### src/rtl/dma_channel.sv
module dma_channel #(
  parameter int ADDR_W     = 28,
  parameter int CNT_W      = 14,
  parameter int CHAN_ID    = 3,
  parameter int NUM_CH     = 4,
  parameter int START_WAIT = 2,
  parameter int LOW_BOUND  = 32'h0200_0000
) (
  input  logic              clk,
  input  logic              rst_n,
  input  logic              cpu_halt,
  input  logic              vblank_pulse,
  input  logic              hblank_pulse,
  input  logic              line_req_pulse,
  input  logic [ADDR_W-1:0] cfg_src,
  input  logic [ADDR_W-1:0] cfg_dst,
  input  logic [CNT_W-1:0]  cfg_count,
  input  logic [1:0]        cfg_src_ctl,
  input  logic [1:0]        cfg_dst_ctl,
  input  logic              cfg_word,
  input  logic              cfg_repeat,
  input  logic [1:0]        cfg_timing,
  input  logic              cfg_irq_en,
  input  logic              cfg_req,
  input  logic              ctl_wr,
  input  logic              ctl_en,
  input  logic [31:0]       bus_rdata,
  output logic              bus_rd,
  output logic              bus_wr,
  output logic              bus_idle,
  output logic              bus_word,
  output logic              bus_seq,
  output logic [ADDR_W-1:0] bus_addr,
  output logic [31:0]       bus_wdata,
  output logic              chan_enabled,
  output logic              chan_busy,
  output logic [NUM_CH-1:0] irq_vec,
  output logic              cart_irq
);

  localparam int WAIT_W = $clog2(START_WAIT + 1);
  localparam int CART_BIT = ADDR_W - 1;
  localparam logic [ADDR_W-1:0] BOUND = ADDR_W'(LOW_BOUND);
  localparam bit IS_CH3 = (CHAN_ID == 3);

  localparam logic [1:0] PH_HEAD = 2'd0;
  localparam logic [1:0] PH_PEN2 = 2'd1;
  localparam logic [1:0] PH_RD   = 2'd2;
  localparam logic [1:0] PH_WR   = 2'd3;

  logic              en_q, act_q, irq_q, cart_q;
  logic [WAIT_W-1:0] wait_q;
  logic [1:0]        ph_q;
  logic [ADDR_W-1:0] wsrc_q, wdst_q;
  logic [CNT_W-1:0]  wcnt_q;
  logic [31:0]       data_q;

  logic first, pen, go, rd_slot, wr_slot, pen_slot, src_low, dst_low;
  logic en_rise, trig, done;
  logic [ADDR_W-1:0] step, amask;
  logic [CNT_W-1:0]  cnt_dec;

  assign first    = (wcnt_q == cfg_count);
  assign pen      = first && !(wsrc_q[CART_BIT] && wdst_q[CART_BIT]);
  assign go       = act_q && (wait_q == '0) && !cpu_halt && (ph_q == PH_HEAD);
  assign rd_slot  = (go && !pen) || (ph_q == PH_RD);
  assign wr_slot  = (ph_q == PH_WR);
  assign pen_slot = (go && pen) || (ph_q == PH_PEN2);
  assign src_low  = wsrc_q < BOUND;
  assign dst_low  = wdst_q < BOUND;

  assign step  = cfg_word ? ADDR_W'(4) : ADDR_W'(2);
  assign amask = cfg_word ? ~ADDR_W'(3) : ~ADDR_W'(1);

  assign bus_rd    = rd_slot && !src_low;
  assign bus_wr    = wr_slot && !dst_low;
  assign bus_idle  = pen_slot || (rd_slot && src_low) || (wr_slot && dst_low);
  assign bus_word  = cfg_word;
  assign bus_seq   = (bus_rd || bus_wr) && !first;
  assign bus_addr  = bus_rd ? (wsrc_q & amask) : bus_wr ? (wdst_q & amask) : '0;
  assign bus_wdata = bus_wr ? data_q : 32'd0;

  assign en_rise = ctl_wr && ctl_en && !en_q;
  assign trig    = en_q && !act_q &&
                   ((cfg_timing == 2'd1 && vblank_pulse) ||
                    (cfg_timing == 2'd2 && hblank_pulse) ||
                    (cfg_timing == 2'd3 && line_req_pulse && IS_CH3));
  assign cnt_dec = wcnt_q - 1'b1;
  assign done    = wr_slot && (cnt_dec == '0);

  assign chan_enabled = en_q;
  assign chan_busy    = act_q;
  assign irq_vec      = NUM_CH'(irq_q) << CHAN_ID;
  assign cart_irq     = cart_q;

  always_ff @(posedge clk or negedge rst_n) begin
    if (!rst_n) begin
      en_q   <= 1'b0;
      act_q  <= 1'b0;
      wait_q <= '0;
      ph_q   <= PH_HEAD;
      wsrc_q <= '0;
      wdst_q <= '0;
      wcnt_q <= '0;
      data_q <= '0;
      irq_q  <= 1'b0;
      cart_q <= 1'b0;
    end else begin
      irq_q  <= done && cfg_irq_en;
      cart_q <= done && cfg_req && IS_CH3;
      if (ctl_wr && !ctl_en) begin
        en_q  <= 1'b0;
        act_q <= 1'b0;
        ph_q  <= PH_HEAD;
      end else if (en_rise) begin
        en_q   <= 1'b1;
        wsrc_q <= cfg_src;
        wdst_q <= cfg_dst;
        wcnt_q <= cfg_count;
        act_q  <= (cfg_timing == 2'd0);
        wait_q <= WAIT_W'(START_WAIT);
        ph_q   <= PH_HEAD;
      end else begin
        if (trig) begin
          act_q  <= 1'b1;
          wait_q <= WAIT_W'(START_WAIT);
        end
        if (act_q && wait_q != '0) wait_q <= wait_q - 1'b1;
        if (bus_rd) data_q <= bus_rdata;
        case (ph_q)
          PH_HEAD: if (go) ph_q <= pen ? PH_PEN2 : PH_WR;
          PH_PEN2: ph_q <= PH_RD;
          PH_RD:   ph_q <= PH_WR;
          default: begin
            ph_q   <= PH_HEAD;
            wcnt_q <= cnt_dec;
            case (cfg_src_ctl)
              2'd0:    wsrc_q <= wsrc_q + step;
              2'd1:    wsrc_q <= wsrc_q - step;
              default: wsrc_q <= wsrc_q;
            endcase
            case (cfg_dst_ctl)
              2'd1:    wdst_q <= wdst_q - step;
              2'd2:    wdst_q <= wdst_q;
              default: wdst_q <= wdst_q + step;
            endcase
            if (done) begin
              act_q <= 1'b0;
              if (cfg_dst_ctl == 2'd3) wdst_q <= cfg_dst;
              if (cfg_repeat) wcnt_q <= cfg_count;
              else en_q <= 1'b0;
            end
          end
        endcase
      end
    end
  end

  AST_ALIGN_WORD: assert property (@(posedge clk) disable iff (!rst_n)
    ((bus_rd || bus_wr) && bus_word) |-> (bus_addr[1:0] == 2'b00));
  AST_ALIGN_HALF: assert property (@(posedge clk) disable iff (!rst_n)
    (bus_rd || bus_wr) |-> (bus_addr[0] == 1'b0));
  AST_NO_LOW_READ: assert property (@(posedge clk) disable iff (!rst_n)
    bus_rd |-> (bus_addr >= BOUND));
  AST_NO_LOW_WRITE: assert property (@(posedge clk) disable iff (!rst_n)
    bus_wr |-> (bus_addr >= BOUND));
  AST_ONE_STROBE: assert property (@(posedge clk) disable iff (!rst_n)
    $onehot0({bus_rd, bus_wr, bus_idle}));
  AST_START_QUIET0: assert property (@(posedge clk) disable iff (!rst_n)
    $rose(act_q) |-> !(bus_rd || bus_wr || bus_idle));
  AST_START_QUIET1: assert property (@(posedge clk) disable iff (!rst_n)
    $rose(act_q) |=> !(bus_rd || bus_wr || bus_idle));
  AST_HALT_HOLD: assert property (@(posedge clk) disable iff (!rst_n)
    (cpu_halt && ph_q == PH_HEAD) |-> !(bus_rd || bus_wr || bus_idle));
  AST_QUIET_OFF: assert property (@(posedge clk) disable iff (!rst_n)
    !act_q |-> !(bus_rd || bus_wr || bus_idle));
  AST_IRQ_PULSE: assert property (@(posedge clk) disable iff (!rst_n)
    irq_q |=> !irq_q);
  AST_CART_PULSE: assert property (@(posedge clk) disable iff (!rst_n)
    cart_q |=> !cart_q);

endmodule

### config.mk
export PLATFORM = sky130hd
export DESIGN_NAME = dma_channel
export DESIGN_NICKNAME = d
export VERILOG_FILES = /design/src/rtl/dma_channel.sv
export SDC_FILE = /design/constraint.sdc
export NUM_CORES = 1
export LEC_CHECK = 0
export BUFFER_PORTS_ARGS = -buffer_cell sky130_fd_sc_hd__buf_2
export CORE_ASPECT_RATIO = 2
export CORE_MARGIN = 5
export CORE_UTILIZATION = 53
export CTS_BUF_LIST = sky130_fd_sc_hd__clkbuf_8
export CTS_CLUSTER_SIZE = 28
export DETAILED_ROUTE_END_ITERATION = 10
export PLACE_DENSITY = 0.78
export REMOVE_ABC_BUFFERS = 1
export SLEW_MARGIN = 5
export SYNTH_ARGS = -nofsm -noshare
export SYNTH_HDL_FRONTEND = slang
export SYNTH_SLANG_ARGS = --single-unit
### constraint.sdc
create_clock -name clk -period 7.9 [get_ports clk]
set_clock_uncertainty 0.2 [all_clocks]
set_input_delay 0.79 -clock clk [delete_from_list [all_inputs] [get_ports clk]]
set_output_delay 0.79 -clock clk [all_outputs]
set_load 0.005 [all_outputs]
==> metrics.md <==
| Metric | Value |
|---|---|
| Critical R2R Launch | `wcnt_q[6]$_DFFE_PN0P_` |
| Critical path capture point | `bus_addr[13]` |
| ANT nets after route | `0` |
| Largest net degree at the start of global routing | `between 60 and 70` |
| Vias per cell | `6.21` |
| Final hold slack | `between 300 and 400 ps` |
| CTS sink cnt | `~110` |
| Seq cells post-synth | `~110` |
| Syn_area_per_cell | `~7.7 µm²` |
| DRT Wirelength | `between 20 and 30 mm` |
| Post-CTS resize count | `0` |
| # rows | `just under 70` |
| Sequential-to-total area share from yosys stat | `29.6%` |
| # setup viols final | `0` |
| Startpoint Class | `flop` |
| Leak | `approximately 4.7 nW` |
| Critical Path Sink Type | `output pin` |
| Worst-case clock buffer depth | `2` |
| Placer Congestion | `about 0.91` |
| Critical Path RT | `approximately 7000 ps` |
| Syn Inst Count | `between 1000 and 1500` |
| Postcts setup bufs | `0` |
| Max Cap Violations | `0` |
| Commonest non-fill, non-tap cell in the layout | `buf_2` |
| PortBufs | `between 150 and 200` |
| Slew HR | `22.4%` |
| Initial DRT Pass Iterations | `5` |
| Sequential power share | `36.9%` |
| Via count | `9401` |
| Die Wd | `~100 µm` |
| Reg2Reg Capture Point | `data_q[12]$_DFFE_PN0P_` |
| Starting density of the core | `a little over half` |
| Synth Flop Type | `dfrtp_1` |
| Area of the multi-input gates | `approximately 0.0059 mm²` |
| Period minus WS final | `between 5000 and 6000 ps` |
| Most frequent cells in the layout | `184 x buf_2, 152 x nand2_1, 108 x dfrtp_1` |
| Clock group share of total power | `11.5%` |
| H-tree Lvls | `3` |
| Vias in the first global route | `9027` |
| Combinational share of power | `roughly half` |
| Crit path arrival time | `about 4500 ps` |
| Reg2reg path depth | `10` |
| First-pass GRT wire length | `approximately 44 mm` |
| Post-Layout Cell Count | `~1500` |
| CTS tree | `done` |
| Post-synth EDFFs | `0` |
| Pwr dens | `311 mW/mm²` |
| Fill cell count | `~1600` |
| Worst Tran Pin Value | `approximately 1200 ps` |
| HPWL after detailed placement | `19.5 mm` |
| Reg area | `approximately 0.0027 mm²` |
| Area grow syn2layout | `11.7%` |
| Clk root buf | `clkbuf_8` |
| Antenna violations before repair | `1` |
| Chip Height | `between 150 and 200 µm` |
| Tcrit/Tclk final | `a little under 70%` |
| Util after Layout | `59.6%` |
| Final WS setup | `approximately 2400 ps` |
| Total GRT Usage | `around a quarter` |
| Clk Latency, worst-skew pair | `400 ps` |
| Crit-path max FO | `29` |
| Clock transition at path regs | `roughly 110 ps` |
| Top Ports | `~190` |
| DP Cell Count | `roughly 1500` |
| Layout cell share with drive strength beyond 1 | `slightly above 20%` |
| Pre-CTS setup slack | `roughly 2600 ps` |
| Mean routed wirelength per cell | `approximately 18 µm` |
| Post-CTS Hold Fix Bufs | `0` |
| Psw | `around 1.5 mW` |
| Outcome | `finished clean` |
| Initial DRC count | `675` |
| Ys async rst share | `100%` |
| Gr ovfl total | `0` |
| WS Path Type | `reg2out` |
| Internal power | `about 1.7 mW` |
| Maximum clock frequency | `0.183 GHz` |
| Synth warnings | `0` |
| Die Area | `between 0.02 and 0.025 mm²` |
| Net Sw Frac | `between 40% and 50%` |
| RSZ-0062 raised after global routing | `no` |
| TNS Setup | `0 ps` |
| Reg2reg setup slack | `roughly 3100 ps` |
| Peak VDD IR | `about 0.18 mV` |
| CTS buffer count | `9` |
| Synthesized cell area | `roughly 0.0091 mm²` |
| Unique cell type count in the Yosys netlist | `74` |
| Max-slew violations | `0` |
| DR DRC count | `0` |
| Core area | `0.0171 mm²` |
| Critical path launch point | `wcnt_q[6]$_DFFE_PN0P_` |
| Hold Crit Class | `reg2reg` |
| Final #Nets | `around 1500` |
| Final hold viol count | `0` |
==> power groups by stage <==
stage          combinational [mW]  sequential [mW]  clock, mW
6_report                     1.64             1.17      0.365
5_1_grt                      1.84             1.20      0.395
4_1_cts                      1.63             1.16      0.378
3_5_place_dp                 1.62             1.17          0
3_3_place_gp                 1.56             1.15          0
2_1_floorplan                1.22             1.04          0
==> critical path, cell delays in order (launching register included) <==
cell,delay [ps]
dfrtp_1,510
xnor2_1,220
nand4_1,130
nor4_1,830
nand2_1,180
a21o_1,270
nand2_1,630
inv_1,680
o21ai_0,440
buf_2,180
==> how the worst min path moves through the flow <==
| stage | start | end | slack, ps | depth (start not counted) |
|---|---|---|---|---|
| final | data_q[29]$_DFFE_PN0P_ | data_q[29]$_DFFE_PN0P_ | 300 | 1 |
| after global routing | data_q[25]$_DFFE_PN0P_ | data_q[25]$_DFFE_PN0P_ | 330 | 1 |
| after detailed placement | data_q[29]$_DFFE_PN0P_ | data_q[29]$_DFFE_PN0P_ | 280 | 1 |
| after floorplan | data_q[0]$_DFFE_PN0P_ | data_q[0]$_DFFE_PN0P_ | 270 | 1 |
| after global placement | data_q[30]$_DFFE_PN0P_ | data_q[30]$_DFFE_PN0P_ | 280 | 1 |
| after CTS | data_q[29]$_DFFE_PN0P_ | data_q[29]$_DFFE_PN0P_ | 310 | 1 |
==> registers in the layout, indices dropped and copies added, names as in the netlist <==
| signal | flops |
|---|---|
| irq_q | 1 |
| wait_q | 2 |
| wdst_q | 27 |
| data_q | 32 |
| wcnt_q | 14 |
| ph_q | 2 |
| chan_enabled | 1 |
| cart_irq | 1 |
| chan_busy | 1 |
| wsrc_q | 27 |
==> layout make-up <==
cell class	count	share of cell area, %
clock inverters	6	0.737
diodes	1	0.0246
flip-flops and latches	108	26.5
well taps	210	2.58
multi-input cells	948	57.8
repair buffers	194	9.77
inverters	37	1.36
clock buffers	9	1.22
==> routing by layer <==
layer  vias to the layer above  track usage, %  share of wire, %
li1                       4474               -                 -
met1                      4480            34.3                41
met2                       394            44.9                49
met3                        53            4.29               7.4
met4                         0            8.36               2.0
met5                         -               0                 0
==> cells by family (layout without fill, tap and decap cells) <==
family	after synthesis	in the layout	share of synthesized area, %
AND/OR/NAND/NOR	488	488	26.2
AO/OA/AOI/OAI	329	329	22.9
multiplexers	46	46	5.53
other	1	5	0.0411
buffers and inverters	127	246	6.34
XOR/XNOR	42	42	4.03
flip-flops	108	108	29.6
adder cells (fa/ha/maj)	39	39	5.35
==> cells in the mapped netlist (11+ instances only) <==
| library cell | instances | area (µm²) |
|---|---|---|
| a21o_1 | 13 | 97.6 |
| a21oi_1 | 85 | 425 |
| a22oi_1 | 16 | 120 |
| a31oi_1 | 28 | 175 |
| and2_1 | 41 | 257 |
| and3_1 | 11 | 68.8 |
| buf_2 | 15 | 75.1 |
| clkbuf_1 | 52 | 195 |
| dfrtp_1 | 108 | 2700 |
| ha_1 | 39 | 488 |
| inv_1 | 37 | 139 |
| mux2_2 | 35 | 394 |
| mux2i_1 | 11 | 110 |
| nand2_1 | 152 | 571 |
| nand3_1 | 67 | 335 |
| nand4_1 | 12 | 75.1 |
| nor2_1 | 87 | 327 |
| nor3_1 | 41 | 205 |
| nor4_1 | 13 | 81.3 |
| o211ai_1 | 11 | 82.6 |
| o21ai_0 | 73 | 365 |
| o22ai_1 | 21 | 131 |
| or3_1 | 17 | 106 |
| xnor2_1 | 30 | 263 |
| xor2_1 | 12 | 105 |
==> stage by stage <==
stage,area [µm²],power [mW]
after floorplan,8700,2.26
after global placement,9990,2.71
after detailed placement,9990,2.79
after CTS,10200,3.16
after global routing,10200,3.44
final,10200,3.17
No activity file was read; power rests on OpenSTA's default activity.
